[src/rtl/scan_pkg.sv]
package scan_pkg;

  localparam int REG_AW = 3;

  localparam logic [REG_AW-1:0] IDX_MODE   = 3'd0;
  localparam logic [REG_AW-1:0] IDX_SYNC   = 3'd1;
  localparam logic [REG_AW-1:0] IDX_BLANK  = 3'd2;
  localparam logic [REG_AW-1:0] IDX_BORDER = 3'd3;
  localparam logic [REG_AW-1:0] IDX_SIZE   = 3'd4;
  localparam logic [REG_AW-1:0] IDX_FLDA   = 3'd5;
  localparam logic [REG_AW-1:0] IDX_FLDB   = 3'd6;

  localparam int MODE_EN_BIT     = 0;
  localparam int MODE_FMT_LSB    = 2;
  localparam int SYNC_VOUT_BIT   = 0;
  localparam int SYNC_ILACE_BIT  = 1;
  localparam int BLANK_BORDER_BIT = 3;

  // Lines from the frame pulse to the end of a field at which the
  // upcoming field is chosen instead of the current one.
  localparam int LOOKAHEAD_LINES = 6;

  typedef enum logic [1:0] {
    FMT_ARGB1555 = 2'd0,
    FMT_RGB565   = 2'd1,
    FMT_RGB888   = 2'd2,
    FMT_ARGB8888 = 2'd3
  } pix_fmt_e;

  typedef struct packed {
    logic wrMode;
    logic wrSync;
    logic wrBlank;
    logic wrBorder;
    logic wrSize;
    logic wrFldA;
    logic wrFldB;
    logic latch;
  } scan_strobe_t;

endpackage

[src/rtl/scan_ctrl.sv]
module scan_ctrl
  import scan_pkg::*;
(
  input  logic              clk,
  input  logic              rstN,
  input  logic              regWrEn,
  input  logic [REG_AW-1:0] regWrAddr,
  input  logic              framePulse,
  output scan_strobe_t      strobes
);

  always_comb begin
    strobes          = '0;
    strobes.latch    = framePulse;
    if (regWrEn) begin
      unique case (regWrAddr)
        IDX_MODE:   strobes.wrMode   = 1'b1;
        IDX_SYNC:   strobes.wrSync   = 1'b1;
        IDX_BLANK:  strobes.wrBlank  = 1'b1;
        IDX_BORDER: strobes.wrBorder = 1'b1;
        IDX_SIZE:   strobes.wrSize   = 1'b1;
        IDX_FLDA:   strobes.wrFldA   = 1'b1;
        IDX_FLDB:   strobes.wrFldB   = 1'b1;
        default:    ;
      endcase
    end
  end

  logic [6:0] wrVec;
  assign wrVec = {strobes.wrMode, strobes.wrSync, strobes.wrBlank,
                  strobes.wrBorder, strobes.wrSize, strobes.wrFldA,
                  strobes.wrFldB};

  // at most one register is written per cycle
  a_r2_one_write: assert property (@(posedge clk) disable iff (!rstN)
    $onehot0(wrVec));

  // no write strobe without a port write; address 7 writes nothing
  a_r2_idle_no_write: assert property (@(posedge clk) disable iff (!rstN)
    (!regWrEn || regWrAddr == 3'd7) |-> (wrVec == 7'd0));

  // latching follows the raster pulse only
  a_r2_latch_src: assert property (@(posedge clk) disable iff (!rstN)
    strobes.latch == framePulse);

endmodule

[src/rtl/scan_dp.sv]
module scan_dp
  import scan_pkg::*;
#(
  parameter int DATA_W   = 32,
  parameter int ADDR_W   = 24,
  parameter int LINE_W   = 10,
  parameter int BORDER_W = 25,
  localparam int STRIDE_W = LINE_W + 3,
  localparam int LINES_W  = LINE_W + 2,
  localparam int SIZE_W   = 3 * LINE_W,
  localparam int FADDR_W  = ADDR_W - 2
)(
  input  logic                clk,
  input  logic                rstN,
  input  scan_strobe_t        strobes,
  input  logic [DATA_W-1:0]   wrData,
  input  logic                oddField,
  input  logic [LINE_W-1:0]   lineCount,
  input  logic [LINE_W-1:0]   totalLines,
  output logic [ADDR_W-1:0]   baseAddr,
  output logic [STRIDE_W-1:0] strideBytes,
  output logic [LINES_W-1:0]  frameLines,
  output logic [1:0]          pixFmt,
  output logic                blankOut,
  output logic [BORDER_W-1:0] borderColour
);

  // ---------------- configuration registers ----------------
  logic                modeEn;
  logic [1:0]          modeFmt;
  logic                syncVout;
  logic                syncIlace;
  logic                blankBorder;
  logic [BORDER_W-1:0] borderReg;
  logic [SIZE_W-1:0]   sizeReg;
  logic [FADDR_W-1:0]  fldAReg;
  logic [FADDR_W-1:0]  fldBReg;

  always_ff @(posedge clk) begin
    if (!rstN) begin
      modeEn      <= 1'b0;
      modeFmt     <= 2'd0;
      syncVout    <= 1'b0;
      syncIlace   <= 1'b0;
      blankBorder <= 1'b0;
      borderReg   <= '0;
      sizeReg     <= '0;
      fldAReg     <= '0;
      fldBReg     <= '0;
    end else begin
      if (strobes.wrMode) begin
        modeEn  <= wrData[MODE_EN_BIT];
        modeFmt <= wrData[MODE_FMT_LSB +: 2];
      end
      if (strobes.wrSync) begin
        syncVout  <= wrData[SYNC_VOUT_BIT];
        syncIlace <= wrData[SYNC_ILACE_BIT];
      end
      if (strobes.wrBlank)  blankBorder <= wrData[BLANK_BORDER_BIT];
      if (strobes.wrBorder) borderReg   <= wrData[BORDER_W-1:0];
      if (strobes.wrSize)   sizeReg     <= wrData[SIZE_W-1:0];
      if (strobes.wrFldA)   fldAReg     <= wrData[ADDR_W-1:2];
      if (strobes.wrFldB)   fldBReg     <= wrData[ADDR_W-1:2];
    end
  end

  logic unusedWrBits;
  assign unusedWrBits = ^{wrData[DATA_W-1:SIZE_W], wrData[1], wrData[BLANK_BORDER_BIT-1:2]};

  // ---------------- next-frame computation ----------------
  logic [LINE_W-1:0] wordsM1, linesM1, modP1;
  assign wordsM1 = sizeReg[0 +: LINE_W];
  assign linesM1 = sizeReg[LINE_W +: LINE_W];
  assign modP1   = sizeReg[2*LINE_W +: LINE_W];

  logic [LINE_W:0] wordsP1, linesP1, strideWords;
  assign wordsP1     = {1'b0, wordsM1} + (LINE_W+1)'(1);
  assign linesP1     = {1'b0, linesM1} + (LINE_W+1)'(1);
  assign strideWords = {1'b0, wordsM1} + {1'b0, modP1};

  logic outEnabled, doubleScan, nearRetrace, pickOdd;
  assign outEnabled  = modeEn & syncVout;
  assign doubleScan  = syncIlace &&
                       ({1'b0, modP1} == ({1'b0, wordsM1} + (LINE_W+1)'(2)));
  assign nearRetrace = ({1'b0, lineCount} + (LINE_W+1)'(LOOKAHEAD_LINES))
                       >= {1'b0, totalLines};
  assign pickOdd     = oddField ^ nearRetrace;

  logic [ADDR_W-1:0]   nxtBase;
  logic [STRIDE_W-1:0] nxtStride;
  logic [LINES_W-1:0]  nxtLines;
  logic                nxtBlank;
  logic [BORDER_W-1:0] nxtBorder;

  always_comb begin
    nxtStride = {strideWords, 2'b00};
    nxtLines  = {1'b0, linesP1};
    nxtBase   = {fldAReg, 2'b00};
    if (doubleScan) begin
      nxtStride = {wordsP1, 2'b00};
      nxtLines  = {linesP1, 1'b0};
    end else if (syncIlace && !pickOdd) begin
      nxtBase   = {fldBReg, 2'b00};
    end
    nxtBlank  = !outEnabled || blankBorder;
    nxtBorder = outEnabled ? borderReg : '0;
  end

  // ---------------- per-frame output latch ----------------
  always_ff @(posedge clk) begin
    if (!rstN) begin
      baseAddr     <= '0;
      strideBytes  <= '0;
      frameLines   <= '0;
      pixFmt       <= 2'd0;
      blankOut     <= 1'b1;
      borderColour <= '0;
    end else if (strobes.latch) begin
      baseAddr     <= nxtBase;
      strideBytes  <= nxtStride;
      frameLines   <= nxtLines;
      pixFmt       <= modeFmt;
      blankOut     <= nxtBlank;
      borderColour <= nxtBorder;
    end
  end

  // ---------------- assertions ----------------
  a_r2_hold: assert property (@(posedge clk) disable iff (!rstN)
    !strobes.latch |=> ($stable(baseAddr) && $stable(strideBytes) &&
                        $stable(frameLines) && $stable(pixFmt) &&
                        $stable(blankOut) && $stable(borderColour)));

  a_r3_disabled_black: assert property (@(posedge clk) disable iff (!rstN)
    (strobes.latch && !(modeEn && syncVout)) |=> (blankOut && borderColour == '0));

  a_r4_border_out: assert property (@(posedge clk) disable iff (!rstN)
    (strobes.latch && modeEn && syncVout && blankBorder)
      |=> (blankOut && borderColour == $past(borderReg)));

  a_r5_live_out: assert property (@(posedge clk) disable iff (!rstN)
    (strobes.latch && modeEn && syncVout && !blankBorder) |=> !blankOut);

  a_r6_format: assert property (@(posedge clk) disable iff (!rstN)
    strobes.latch |=> pixFmt == $past(modeFmt));

  a_r8_progressive_base: assert property (@(posedge clk) disable iff (!rstN)
    (strobes.latch && !syncIlace) |=> baseAddr[ADDR_W-1:2] == $past(fldAReg));

  a_r11_aligned: assert property (@(posedge clk) disable iff (!rstN)
    strobes.latch |=> baseAddr[1:0] == 2'b00);

endmodule

[src/rtl/scan_frame_sel.sv]
module scan_frame_sel
  import scan_pkg::*;
#(
  parameter int DATA_W   = 32,
  parameter int ADDR_W   = 24,
  parameter int LINE_W   = 10,
  parameter int BORDER_W = 25,
  localparam int STRIDE_W = LINE_W + 3,
  localparam int LINES_W  = LINE_W + 2
)(
  input  logic                clk,
  input  logic                rstN,
  input  logic                regWrEn,
  input  logic [REG_AW-1:0]   regWrAddr,
  input  logic [DATA_W-1:0]   regWrData,
  input  logic                framePulse,
  input  logic                oddField,
  input  logic [LINE_W-1:0]   lineCount,
  input  logic [LINE_W-1:0]   totalLines,
  output logic [ADDR_W-1:0]   baseAddr,
  output logic [STRIDE_W-1:0] strideBytes,
  output logic [LINES_W-1:0]  frameLines,
  output logic [1:0]          pixFmt,
  output logic                blankOut,
  output logic [BORDER_W-1:0] borderColour
);

  scan_strobe_t strobes;

  scan_ctrl ctrl_i (
    .clk        (clk),
    .rstN       (rstN),
    .regWrEn    (regWrEn),
    .regWrAddr  (regWrAddr),
    .framePulse (framePulse),
    .strobes    (strobes)
  );

  scan_dp #(
    .DATA_W   (DATA_W),
    .ADDR_W   (ADDR_W),
    .LINE_W   (LINE_W),
    .BORDER_W (BORDER_W)
  ) dp_i (
    .clk          (clk),
    .rstN         (rstN),
    .strobes      (strobes),
    .wrData       (regWrData),
    .oddField     (oddField),
    .lineCount    (lineCount),
    .totalLines   (totalLines),
    .baseAddr     (baseAddr),
    .strideBytes  (strideBytes),
    .frameLines   (frameLines),
    .pixFmt       (pixFmt),
    .blankOut     (blankOut),
    .borderColour (borderColour)
  );

endmodule

[config.mk]
export PLATFORM = sky130hd
export DESIGN_NAME = scan_frame_sel
export DESIGN_NICKNAME = d
export VERILOG_FILES = /design/src/rtl/scan_pkg.sv /design/src/rtl/scan_ctrl.sv /design/src/rtl/scan_dp.sv /design/src/rtl/scan_frame_sel.sv
export SDC_FILE = /design/constraint.sdc
export NUM_CORES = 1
export LEC_CHECK = 0
export BUFFER_PORTS_ARGS = -buffer_cell sky130_fd_sc_hd__buf_2
export CAP_MARGIN = 20
export CORE_ASPECT_RATIO = 0.5
export CORE_MARGIN = 2
export CORE_UTILIZATION = 35
export CTS_BUF_LIST = sky130_fd_sc_hd__clkbuf_4
export CTS_CLUSTER_SIZE = 10
export DETAILED_ROUTE_END_ITERATION = 7
export MAX_ROUTING_LAYER = met4
export PLACE_DENSITY = 0.53
export SLEW_MARGIN = 30
export SYNTH_ARGS = -nofsm -noshare
export SYNTH_HDL_FRONTEND = slang
export SYNTH_HIERARCHICAL = 1
export SYNTH_SLANG_ARGS = --single-unit
[constraint.sdc]
create_clock -name clk -period 3.8 [get_ports clk]
set_clock_uncertainty 0.1 [all_clocks]
set_input_delay 0.76 -clock clk [delete_from_list [all_inputs] [get_ports clk]]
set_output_delay 0.76 -clock clk [all_outputs]
set_load 0.02 [all_outputs]
==> reports/qor.csv <==
stage,metric,value,unit
status,status,"complete, no violations",
global_routing,first_global_vias,5899,
synthesis,ys.warnings.count,6,
synthesis,synth_xor_area_share,3.221,%
sta,setup_viol,0,
pwr,ir_worst_vdd,0.1709,mV
die,dieArea,23820,µm²
worst_setup_path,critPathLaunch,dp_i/sizeReg[5],
cells_and_area,layout.nets,1023,
synthesis,synth_area,7886,µm²
synthesis,ys_async_sr_fraction,0,%
worst_setup_path,critPathBufInv,0,
sta,rsz0062_at_grt,false,
clock_network,cts_made_buffers,17,
worst_setup_path,critPathLaunchType,flop,
clock_network,clk_latency,0.58,ns
cells_and_area,final.fill_count,2220,
worst_setup_path,worstReg2RegStart,dp_i/sizeReg[5],
cells_and_area,instances_no_fill,1253,
global_routing,grt_pass1_wl,30.81,mm
global_routing,grt_max_degree,58,
drt,wl,19.81,mm
cells_and_area,area_growth,15.71,%
sta,setup_slack,0.2427,ns
synthesis,syn_inst,829,
clock_network,clk_pin_slew_worst_paths,0.16,ns
drt,routed_via_density,4.879,
cells_and_area,drive_above_1_share,21.32,%
drt,num_vias,6114,
sta,timing.final.crit_period,3.557,ns
die,die_x,216.3,µm
clock_network,cts_tree,yes,
die,die_y,110.1,µm
synthesis,synth_compound_area_share,10.73,%
clock_network,clockRootBuffer,clkbuf_4,
worst_setup_path,cp-end-kind,flop,
die,rows,38,
drt,ant_nets,0,
clock_network,cts.sinks,178,
worst_setup_path,cp.arrival,3.98,ns
die,start_util,36.06,%
pwr,p_leak,0.003915,µW
synthesis,synth-edff-count,0,
drt,drcViolationCount,0,
placement,hpwl,14.19,mm
global_routing,antenna_found_initial,1,
synthesis,synth-simple-area-share,14.45,%
sta,setup_tns,0,ns
die,ioPinCount,137,
synthesis,synth.ff_latch_count,178,
worst_setup_path,critPathRequiredTime,4.22,ns
worst_setup_path,max_stage_delay,0.40,ns
clock_network,h-tree-depth,4,
synthesis,synthAdderAreaFrac,3.903,%
sta,min_period_over_period,93.61,%
drt,firstDrtPassIters,4,
pwr,power.density,374.2,nW/µm²
worst_setup_path,critPathTopFamily,compound AO/OA/AOI/OAI gates,
synthesis,ys_types,51,
sta,final_hold_viol_count,0,
hold_path,hold_class,input pin to flop,
hold_path,worstHoldStart,regWrData[29],
worst_setup_path,path_class,flop to flop,
worst_setup_path,path_max_fanout,6,
clock_network,clockBufferDepth,2,
worst_setup_path,slowest_stage,dfxtp_2,
drt,drt-initial-drc-count,282,
placement,placed_cells_incl_taps,1219,
synthesis,yosysSeqAreaShare,45.18,%
global_routing,grt-ovfl-total,0,
sta,report.final.slew_viol_count,0,
synthesis,syn_area_per_cell,9.513,µm²
placement,post-place-ws,0.1367,ns
synthesis,yosys_most_used_dff,dfxtp_1,
synthesis,synth.area.mux_share,18.02,%
sta,relSlewSlack,41.66,%
cells_and_area,final_common_cell,dfxtp_1,
global_routing,grt_use_total,17.15,%
placement,gp_congestion,0.8184,
sta,tightest_slew,0.8752,ns
job,drv_cap,0,
drt,routedWlPerCell,15.81,µm
sta,fmax,281.1,MHz
worst_setup_path,crit_chain,and4_4 -> a2111o_1 -> a211oi_2 -> o2111ai_4 -> and2_1 -> ha_1 -> nor2b_2 -> o21ai_0 -> a21oi_1 -> o21a_1 -> or2_2 -> a311o_1 -> o211ai_1,
cells_and_area,final_cell_mix,"dfxtp_1, nor2_1, mux2i_1",
clock_network,cts_hold_buf,0,
die,coreArea,21870,µm²
synthesis,synth_top_family_by_area,multiplexers,
placement,numPortBuffers,130,
-- sequential cells by signal (all words and copies together), names as in the netlist --
name and count:
dp_i/baseAddr 22, dp_i/modeEn 1, dp_i/syncVout 1, dp_i/pixFmt 2, dp_i/fldAReg 22, dp_i/syncIlace 1, dp_i/blankBorder 1, dp_i/modeFmt 2
dp_i/frameLines 12, dp_i/borderReg 25, dp_i/strideBytes 11, dp_i/blankOut 1, dp_i/borderColour 25, dp_i/sizeReg 30, dp_i/fldBReg 22
-- logic make-up after synthesis --
family | after synthesis
simple gates | 243
flops | 178
mux | 142
compound gates | 133
buf+inv | 79
xor+xnor | 29
fa+ha+maj | 24
other cells | 1
-- tightest hold or removal path: stages --
cell and delay, ns:
buf_2 0.08, mux2i_1 0.05, nor2_1 0.08
-- layout make-up --
type / count / area, µm² / area share [%]
tap: 300 / 375.4 / 4.114
clock inverter: 14 / 176.4 / 1.933
antenna: 1 / 2.502 / 0.02742
multi-input combinational: 575 / 4001 / 43.85
timing repair buffer: 146 / 783.3 / 8.584
clock buffer: 18 / 135.1 / 1.481
sequential: 178 / 3570 / 39.12
inverter: 21 / 81.33 / 0.8913
-- report_power, final --
| part | switching [µW] | internal, µW | total [µW] |
|---|---|---|---|
| Clock | 688 | 472 | 1160 |
| Combinational | 198 | 120 | 319 |
| Sequential | 27.8 | 1910 | 1940 |
| Total | 914 | 2500 | 3410 |
-- through the flow --
stage	utilization (%)	hold WS, ns	total power (µW)	cell area, µm²
2_1_floorplan	-	0.3517	2177	7898
3_3_place_gp	40.14	0.3471	2289	8780
3_5_place_dp	40.15	0.3556	2298	8781
4_1_cts	41.57	0.2750	3469	9092
5_1_grt	41.72	0.2743	3584	9125
6_report	41.72	0.3230	3415	9125
-- synth_stat cells, types with 8 or more instances --
library cell,instances,area [µm²]
dfxtp_1,178,3563
nor2_1,144,540.5
mux2i_1,142,1421
clkbuf_1,42,157.7
a21oi_1,39,195.2
o21ai_0,35,175.2
nand3_1,29,145.1
a22oi_1,26,195.2
ha_1,23,287.8
inv_1,21,78.83
xnor2_1,19,166.4
nand2_1,17,63.81
and2_1,10,62.56
xor2_1,10,87.58
and3_1,8,50.05
-- path summary, 6_finish.rpt --
check | end | slack, ns | cells past startpoint
max | dp_i/strideBytes[10] | 0.24 | 13
min | dp_i/sizeReg[29] | 0.32 | 3
max reg2reg | dp_i/strideBytes[10] | 0.24 | 13
min reg2reg | dp_i/strideBytes[8] | 0.38 | 2
-- what timing repair did --
action                     4_1_cts  5_1_grt
resized for setup                0        9
setup buffers                    0        1
setup endpoints to repair        0        5
-- per-layer routing --
metal  part of all wire [%]  up-vias  track usage, %  wire length (µm)
met5                      0        -               -                 0
met4                    1.4        0           5.871               284
met3                    3.3       23           3.649               646
met2                     46       95           27.08              9050
met1                     50     2890           22.03              9826
li1                       -     3106               -                 -
Note: power is estimated with default switching activity, not from simulation.
